$ cat src/rtl/cbr_refresh_pkg.sv
package cbr_refresh_pkg;
  typedef enum logic [1:0] {
    ST_IDLE = 2'd0,
    ST_CSR  = 2'd1,
    ST_ACT  = 2'd2,
    ST_PRE  = 2'd3
  } seq_state_e;
endpackage

$ cat src/rtl/refresh_interval_timer.sv
module refresh_interval_timer #(
  parameter int INTERVAL_CYC = 780
) (
  input  logic clk_i,
  input  logic rst_ni,
  output logic tick_o
);
  localparam int TW = (INTERVAL_CYC > 1) ? $clog2(INTERVAL_CYC) : 1;
  localparam logic [TW-1:0] LAST = TW'(INTERVAL_CYC - 1);

  logic [TW-1:0] cnt_q;

  always_ff @(posedge clk_i or negedge rst_ni) begin
    if (!rst_ni)            cnt_q <= '0;
    else if (cnt_q == LAST) cnt_q <= '0;
    else                    cnt_q <= cnt_q + TW'(1);
  end

  assign tick_o = (cnt_q == LAST);
endmodule

$ cat src/rtl/refresh_pending_ctr.sv
module refresh_pending_ctr #(
  parameter int PEND_MAX = 8,
  localparam int PW = $clog2(PEND_MAX + 1)
) (
  input  logic          clk_i,
  input  logic          rst_ni,
  input  logic          tick_i,
  input  logic          done_i,
  output logic [PW-1:0] cnt_o,
  output logic          req_o,
  output logic          urgent_o
);
  localparam logic [PW-1:0] FULL = PW'(PEND_MAX);

  logic [PW-1:0] cnt_q;

  always_ff @(posedge clk_i or negedge rst_ni) begin
    if (!rst_ni) cnt_q <= '0;
    else begin
      unique case ({tick_i, done_i})
        2'b10:   if (cnt_q != FULL) cnt_q <= cnt_q + PW'(1);
        2'b01:   if (cnt_q != '0)   cnt_q <= cnt_q - PW'(1);
        default: cnt_q <= cnt_q;  // idle, or tick and completion cancel
      endcase
    end
  end

  assign cnt_o    = cnt_q;
  assign req_o    = (cnt_q != '0);
  assign urgent_o = (cnt_q == FULL);
endmodule

$ cat src/rtl/refresh_strobe_fsm.sv
module refresh_strobe_fsm
  import cbr_refresh_pkg::*;
#(
  parameter int CAS_W   = 8,
  parameter int CSR_CYC = 1,
  parameter int CHR_CYC = 1,
  parameter int RAS_CYC = 3,
  parameter int RP_CYC  = 2
) (
  input  logic             clk_i,
  input  logic             rst_ni,
  input  logic             req_i,
  input  logic             gnt_i,
  output logic             done_o,
  output logic             busy_o,
  output logic             ras_n_o,
  output logic [CAS_W-1:0] cas_n_o,
  output logic             we_n_o
);
  localparam int MAXA = (CSR_CYC > RAS_CYC) ? CSR_CYC : RAS_CYC;
  localparam int MAXD = (MAXA > RP_CYC) ? MAXA : RP_CYC;
  localparam int SW   = $clog2(MAXD + 1);

  seq_state_e    state_q, state_d;
  logic [SW-1:0] cnt_q, cnt_d;
  logic [SW-1:0] dur;
  logic          last, cas_low;

  always_comb begin
    unique case (state_q)
      ST_CSR:  dur = SW'(CSR_CYC);
      ST_ACT:  dur = SW'(RAS_CYC);
      ST_PRE:  dur = SW'(RP_CYC);
      default: dur = SW'(1);
    endcase
  end

  assign last = (cnt_q == dur - SW'(1));

  always_comb begin
    state_d = state_q;
    cnt_d   = cnt_q + SW'(1);
    unique case (state_q)
      ST_IDLE: begin
        cnt_d = '0;
        if (gnt_i && req_i) state_d = ST_CSR;
      end
      ST_CSR: if (last) begin state_d = ST_ACT;  cnt_d = '0; end
      ST_ACT: if (last) begin state_d = ST_PRE;  cnt_d = '0; end
      ST_PRE: if (last) begin state_d = ST_IDLE; cnt_d = '0; end
      default: begin state_d = ST_IDLE; cnt_d = '0; end
    endcase
  end

  always_ff @(posedge clk_i or negedge rst_ni) begin
    if (!rst_ni) begin
      state_q <= ST_IDLE;
      cnt_q   <= '0;
    end else begin
      state_q <= state_d;
      cnt_q   <= cnt_d;
    end
  end

  // column strobes lead the row strobe and release early in the active phase
  assign cas_low = (state_q == ST_CSR) ||
                   ((state_q == ST_ACT) && (cnt_q < SW'(CHR_CYC)));

  assign done_o  = (state_q == ST_PRE) && last;
  assign busy_o  = (state_q != ST_IDLE);
  assign ras_n_o = (state_q != ST_ACT);
  assign cas_n_o = {CAS_W{~cas_low}};
  assign we_n_o  = 1'b1;
endmodule

$ cat src/rtl/cbr_refresh_seq.sv
module cbr_refresh_seq #(
  parameter int INTERVAL_CYC = 780,
  parameter int PEND_MAX     = 8,
  parameter int CAS_W        = 8,
  parameter int CSR_CYC      = 1,
  parameter int CHR_CYC      = 1,
  parameter int RAS_CYC      = 3,
  parameter int RP_CYC       = 2,
  localparam int PW          = $clog2(PEND_MAX + 1)
) (
  input  logic             clk_i,
  input  logic             rst_ni,
  input  logic             ref_gnt_i,
  output logic             ref_req_o,
  output logic             ref_urgent_o,
  output logic             busy_o,
  output logic [PW-1:0]    pend_cnt_o,
  output logic             ras_n_o,
  output logic [CAS_W-1:0] cas_n_o,
  output logic             we_n_o
);
  logic tick, done;

  refresh_interval_timer #(.INTERVAL_CYC(INTERVAL_CYC)) u_timer (
    .clk_i  (clk_i),
    .rst_ni (rst_ni),
    .tick_o (tick)
  );

  refresh_pending_ctr #(.PEND_MAX(PEND_MAX)) u_pend (
    .clk_i    (clk_i),
    .rst_ni   (rst_ni),
    .tick_i   (tick),
    .done_i   (done),
    .cnt_o    (pend_cnt_o),
    .req_o    (ref_req_o),
    .urgent_o (ref_urgent_o)
  );

  refresh_strobe_fsm #(
    .CAS_W   (CAS_W),
    .CSR_CYC (CSR_CYC),
    .CHR_CYC (CHR_CYC),
    .RAS_CYC (RAS_CYC),
    .RP_CYC  (RP_CYC)
  ) u_fsm (
    .clk_i   (clk_i),
    .rst_ni  (rst_ni),
    .req_i   (ref_req_o),
    .gnt_i   (ref_gnt_i),
    .done_o  (done),
    .busy_o  (busy_o),
    .ras_n_o (ras_n_o),
    .cas_n_o (cas_n_o),
    .we_n_o  (we_n_o)
  );
endmodule

$ cat config.mk
export PLATFORM = sky130hd
export DESIGN_NAME = cbr_refresh_seq
export DESIGN_NICKNAME = d
export VERILOG_FILES = /design/src/rtl/cbr_refresh_pkg.sv /design/src/rtl/refresh_interval_timer.sv /design/src/rtl/refresh_pending_ctr.sv /design/src/rtl/refresh_strobe_fsm.sv /design/src/rtl/cbr_refresh_seq.sv
export SDC_FILE = /design/constraint.sdc
export NUM_CORES = 1
export LEC_CHECK = 0
export ABC_AREA = 1
export BUFFER_PORTS_ARGS = -buffer_cell sky130_fd_sc_hd__buf_2
export CAP_MARGIN = 20
export CORE_ASPECT_RATIO = 1.5
export CORE_MARGIN = 5
export CORE_UTILIZATION = 46
export CTS_CLUSTER_DIAMETER = 50
export DETAILED_ROUTE_END_ITERATION = 8
export GPL_TIMING_DRIVEN = 0
export MAX_ROUTING_LAYER = met4
export PLACE_DENSITY = 0.69
export RECOVER_POWER = 25
export SKIP_CTS_REPAIR_TIMING = 1
export SLEW_MARGIN = 25
export SYNTH_ARGS = -nofsm -noshare
export SYNTH_HDL_FRONTEND = slang
export SYNTH_SLANG_ARGS = --single-unit
export TNS_END_PERCENT = 100
$ cat constraint.sdc
create_clock -name clk_i -period 2.1 [get_ports clk_i]
set_input_delay 0.105 -clock clk_i [delete_from_list [all_inputs] [get_ports clk_i]]
set_output_delay 0.105 -clock clk_i [all_outputs]
set_load 0.02 [all_outputs]
==> flow_metrics.tcl <==
set metrics [dict create \
    outcome "finished, violations left" \
    violations "negative setup slack" \
    initial_core_util_pct 48.0 \
    cpMaxStageDelayCell "dfrtp_2" \
    clock_latency_ns 0.31 \
    root_buffer "clkbuf_4" \
    core_area_sq_um 2450 \
    fp.dieW_um 51.3 \
    synth-xor-area-share_pct 5.21 \
    synth_mux_area_share_pct 0 \
    cp_data_required_time_ns 2.30 \
    synth_top_family_by_area "simple AND/OR/NAND/NOR gates" \
    yosys.area_share.simple_pct 29.0 \
    post-route-cell-area_sq_um 1560 \
    max_freq_ghz 0.472 \
    synth_top_area_cell "dfrtp_1" \
    via_per_inst 5.11 \
    die_area_sq_um 3690 \
    place_congestion 0.794 \
    synthCells 152 \
    fin_crit_sh_pct 101 \
    p_total_mw 0.583 \
    clk_pin_slew_ns 0.11 \
    grt_antenna_before_repair 0 \
    final_cell_mix "nand2_1 (29), buf_4 (20), inv_1 (19), buf_2 (17), dfrtp_1 (16)" \
    first_iter_violations 29 \
    rows 22 \
    synth_fa_ha_area_share_pct 10.6 \
    layout_commonest_cell "nand2_1" \
    synth.top_cell.area_share_pct 38.3 \
    cap_violations 0 \
    place_inst 194 \
    io_buffers 18 \
    finalHoldViolations 0 \
    skew_ns 0.00312 \
    grt_pass1_vias 980 \
    yosysUniqueCellTypes 24 \
    grt_max_degree 19 \
    syn-num-nets 165 \
    period_needed_ns 2.12 \
    setup_ws_ns -0.0188 \
    cpLargestDelayFamily "adder cells" \
    setup_viol 1 \
    die_h_um 71.9 \
    ant_nets 0 \
    slew_headroom_pct 34.4 \
    synth_area_leaders "dfrtp_1 (38%), nand2_1 (11%), ha_1 (11%)" \
    grt_pass1_wl_um 3990 \
    cp_max_fo 4 \
    yosys_register_bits 18 \
    wl_per_cell_um 12.8 \
    io_pins 20 \
    cp-start-kind "flip-flop" \
    cts_tree "done" \
    dr.pass1.iters 4 \
    avgSynthCellArea_sq_um 7.74 \
    fin_tns_setup_ns -0.0188 \
    maxSlewViolCount 0 \
    cp.arrival_ns 2.32 \
    irDropWorstVdd_v 0.000312 \
    routed_wl_um 2720 \
    cts_buffers 3 \
    ys_seq_area_share_pct 38.3 \
    drc 0 \
    gr-usage-all-layers_pct 14.3 \
    fin_cells 212 \
    antenna_cells 0 \
    htree_levels 1 \
    endpoint_kind "flip-flop" \
    cp_cell_sequence "ha_4, inv_4, nand2_2, nand2_2, nand3_4, nor2_4, ha_4, nand2_2, inv_2, nor2_4, ha_4, a21oi_2, xor2_1, o21ai_1" \
    p_leak_nw 0.783 \
    placed_area_sq_um 1300 \
    synth_area_sq_um 1180 \
    nFillCells 198 \
    clk_path_buf_depth 2 \
    area_delta_synth_final_pct 32.6 \
    drive_gt1_share_pct 38.3 \
    cellPowerDensity_nw_per_um2 374 \
    worst_slew_pin_slew_ns 0.984 \
    cts.sinks 18 \
    yosys_warnings 0 \
    hold_class "input port to flip-flop" \
    overflow 0 \
    synth_compound_area_share_pct 3.72 \
    via_count 1083 \
    max_stage_delay_ns 0.46 \
    dp_hpwl_um 1770 \
    crit_type "flip-flop to flip-flop" \
    rsz0062_at_grt "true" \
    layout.nets 202 \
    crit_buf_inv 2 \
]
[path summary, 6_finish.rpt]
check                                 start          endpoint  slack [ns]  cells after the start
min in group asynchronous            rst_ni  u_timer.cnt_q[3]        0.46                      2
max in group asynchronous            rst_ni  u_fsm.state_q[0]        0.98                      2
min reg2reg                  u_fsm.cnt_q[0]    u_fsm.cnt_q[0]        0.48                      1
min                               ref_gnt_i  u_fsm.state_q[1]        0.19                      5
max reg2reg                u_fsm.state_q[1]   u_pend.cnt_o[2]       -0.02                     14
max                        u_fsm.state_q[1]   u_pend.cnt_o[2]       -0.02                     14
[cell type report]
| type | instances | area, sq um | area share (%) |
|---|---|---|---|
| Multi-Input combinational cell | 102 | 687 | 44.1 |
| Sequential cell | 18 | 453 | 29.1 |
| Timing Repair Buffer | 32 | 200 | 12.8 |
| Inverter | 24 | 92.6 | 5.94 |
| Buffer | 8 | 60.1 | 3.85 |
| Clock buffer | 4 | 36.3 | 2.33 |
| Tap cell | 24 | 30.0 | 1.93 |
[worst reg2reg max path, delay by kind of cell (launching register included)]
kind / cells / cell delay (ns)
adders and majority gates: 3 / 0.53
and+or+nand+nor: 6 / 0.50
DFF: 1 / 0.46
AOI/OAI and AO/OA: 2 / 0.19
xor gates and xnor gates: 1 / 0.18
buffers and inverters: 2 / 0.15
[per-layer routing]
metal,track usage (%),part of all wire [%],vias to the layer above
li1,-,-,539
met1,16.1,40,514
met2,24.7,55,23
met3,1.64,2.5,7
met4,7.00,2.7,0
met5,-,0,-
[cells by family after synthesis]
| group | Yosys count |
|---|---|
| fa+ha+maj | 10 |
| other cells | 1 |
| xor+xnor | 7 |
| simple gates | 76 |
| flops | 18 |
| compound gates | 8 |
| buf+inv | 32 |
[flip-flops by register name, summed over array words and instances, names as in the netlist]
name,flops
u_timer.cnt_q,10
u_pend.cnt_o,4
u_fsm.state_q,2
u_fsm.cnt_q,2
[power breakdown]
group	internal (mW)	switching [mW]
clock	0.106	0.118
sequential	0.346	0
combinational	0.00348	0.00889
total	0.456	0.127
[metrics by stage]
stage / hold slack, ns / setup slack [ns] / utilization, %
final: 0.185 / -0.0188 / 63.6
after global routing: 0.203 / -0.126 / 63.6
after CTS: -0.274 / -0.178 / 54.6
after detailed placement: 0.0606 / -0.154 / 53.1
after global placement: 0.0522 / -0.120 / 53.1
after floorplan: -0.191 / 0.00645 / -
[cells in the mapped netlist]
cell and number:
inv_2 1, ha_1 10, nor2_2 3, o21ai_1 3, xor2_1 4, a31o_2 1, nand3b_2 1, nor3_1 3
nand2_2 1, nand3b_1 1, nand3_2 1, buf_4 8, conb_1 1, dfrtp_1 18, o21ai_0 1, nand3_1 9
inv_1 23, nand4_1 3, nor2_1 17, nand2_1 35, a21oi_1 3, xnor2_1 3, nor3b_1 1, nor4_1 1
Note: power is estimated with default switching activity, not from simulation.
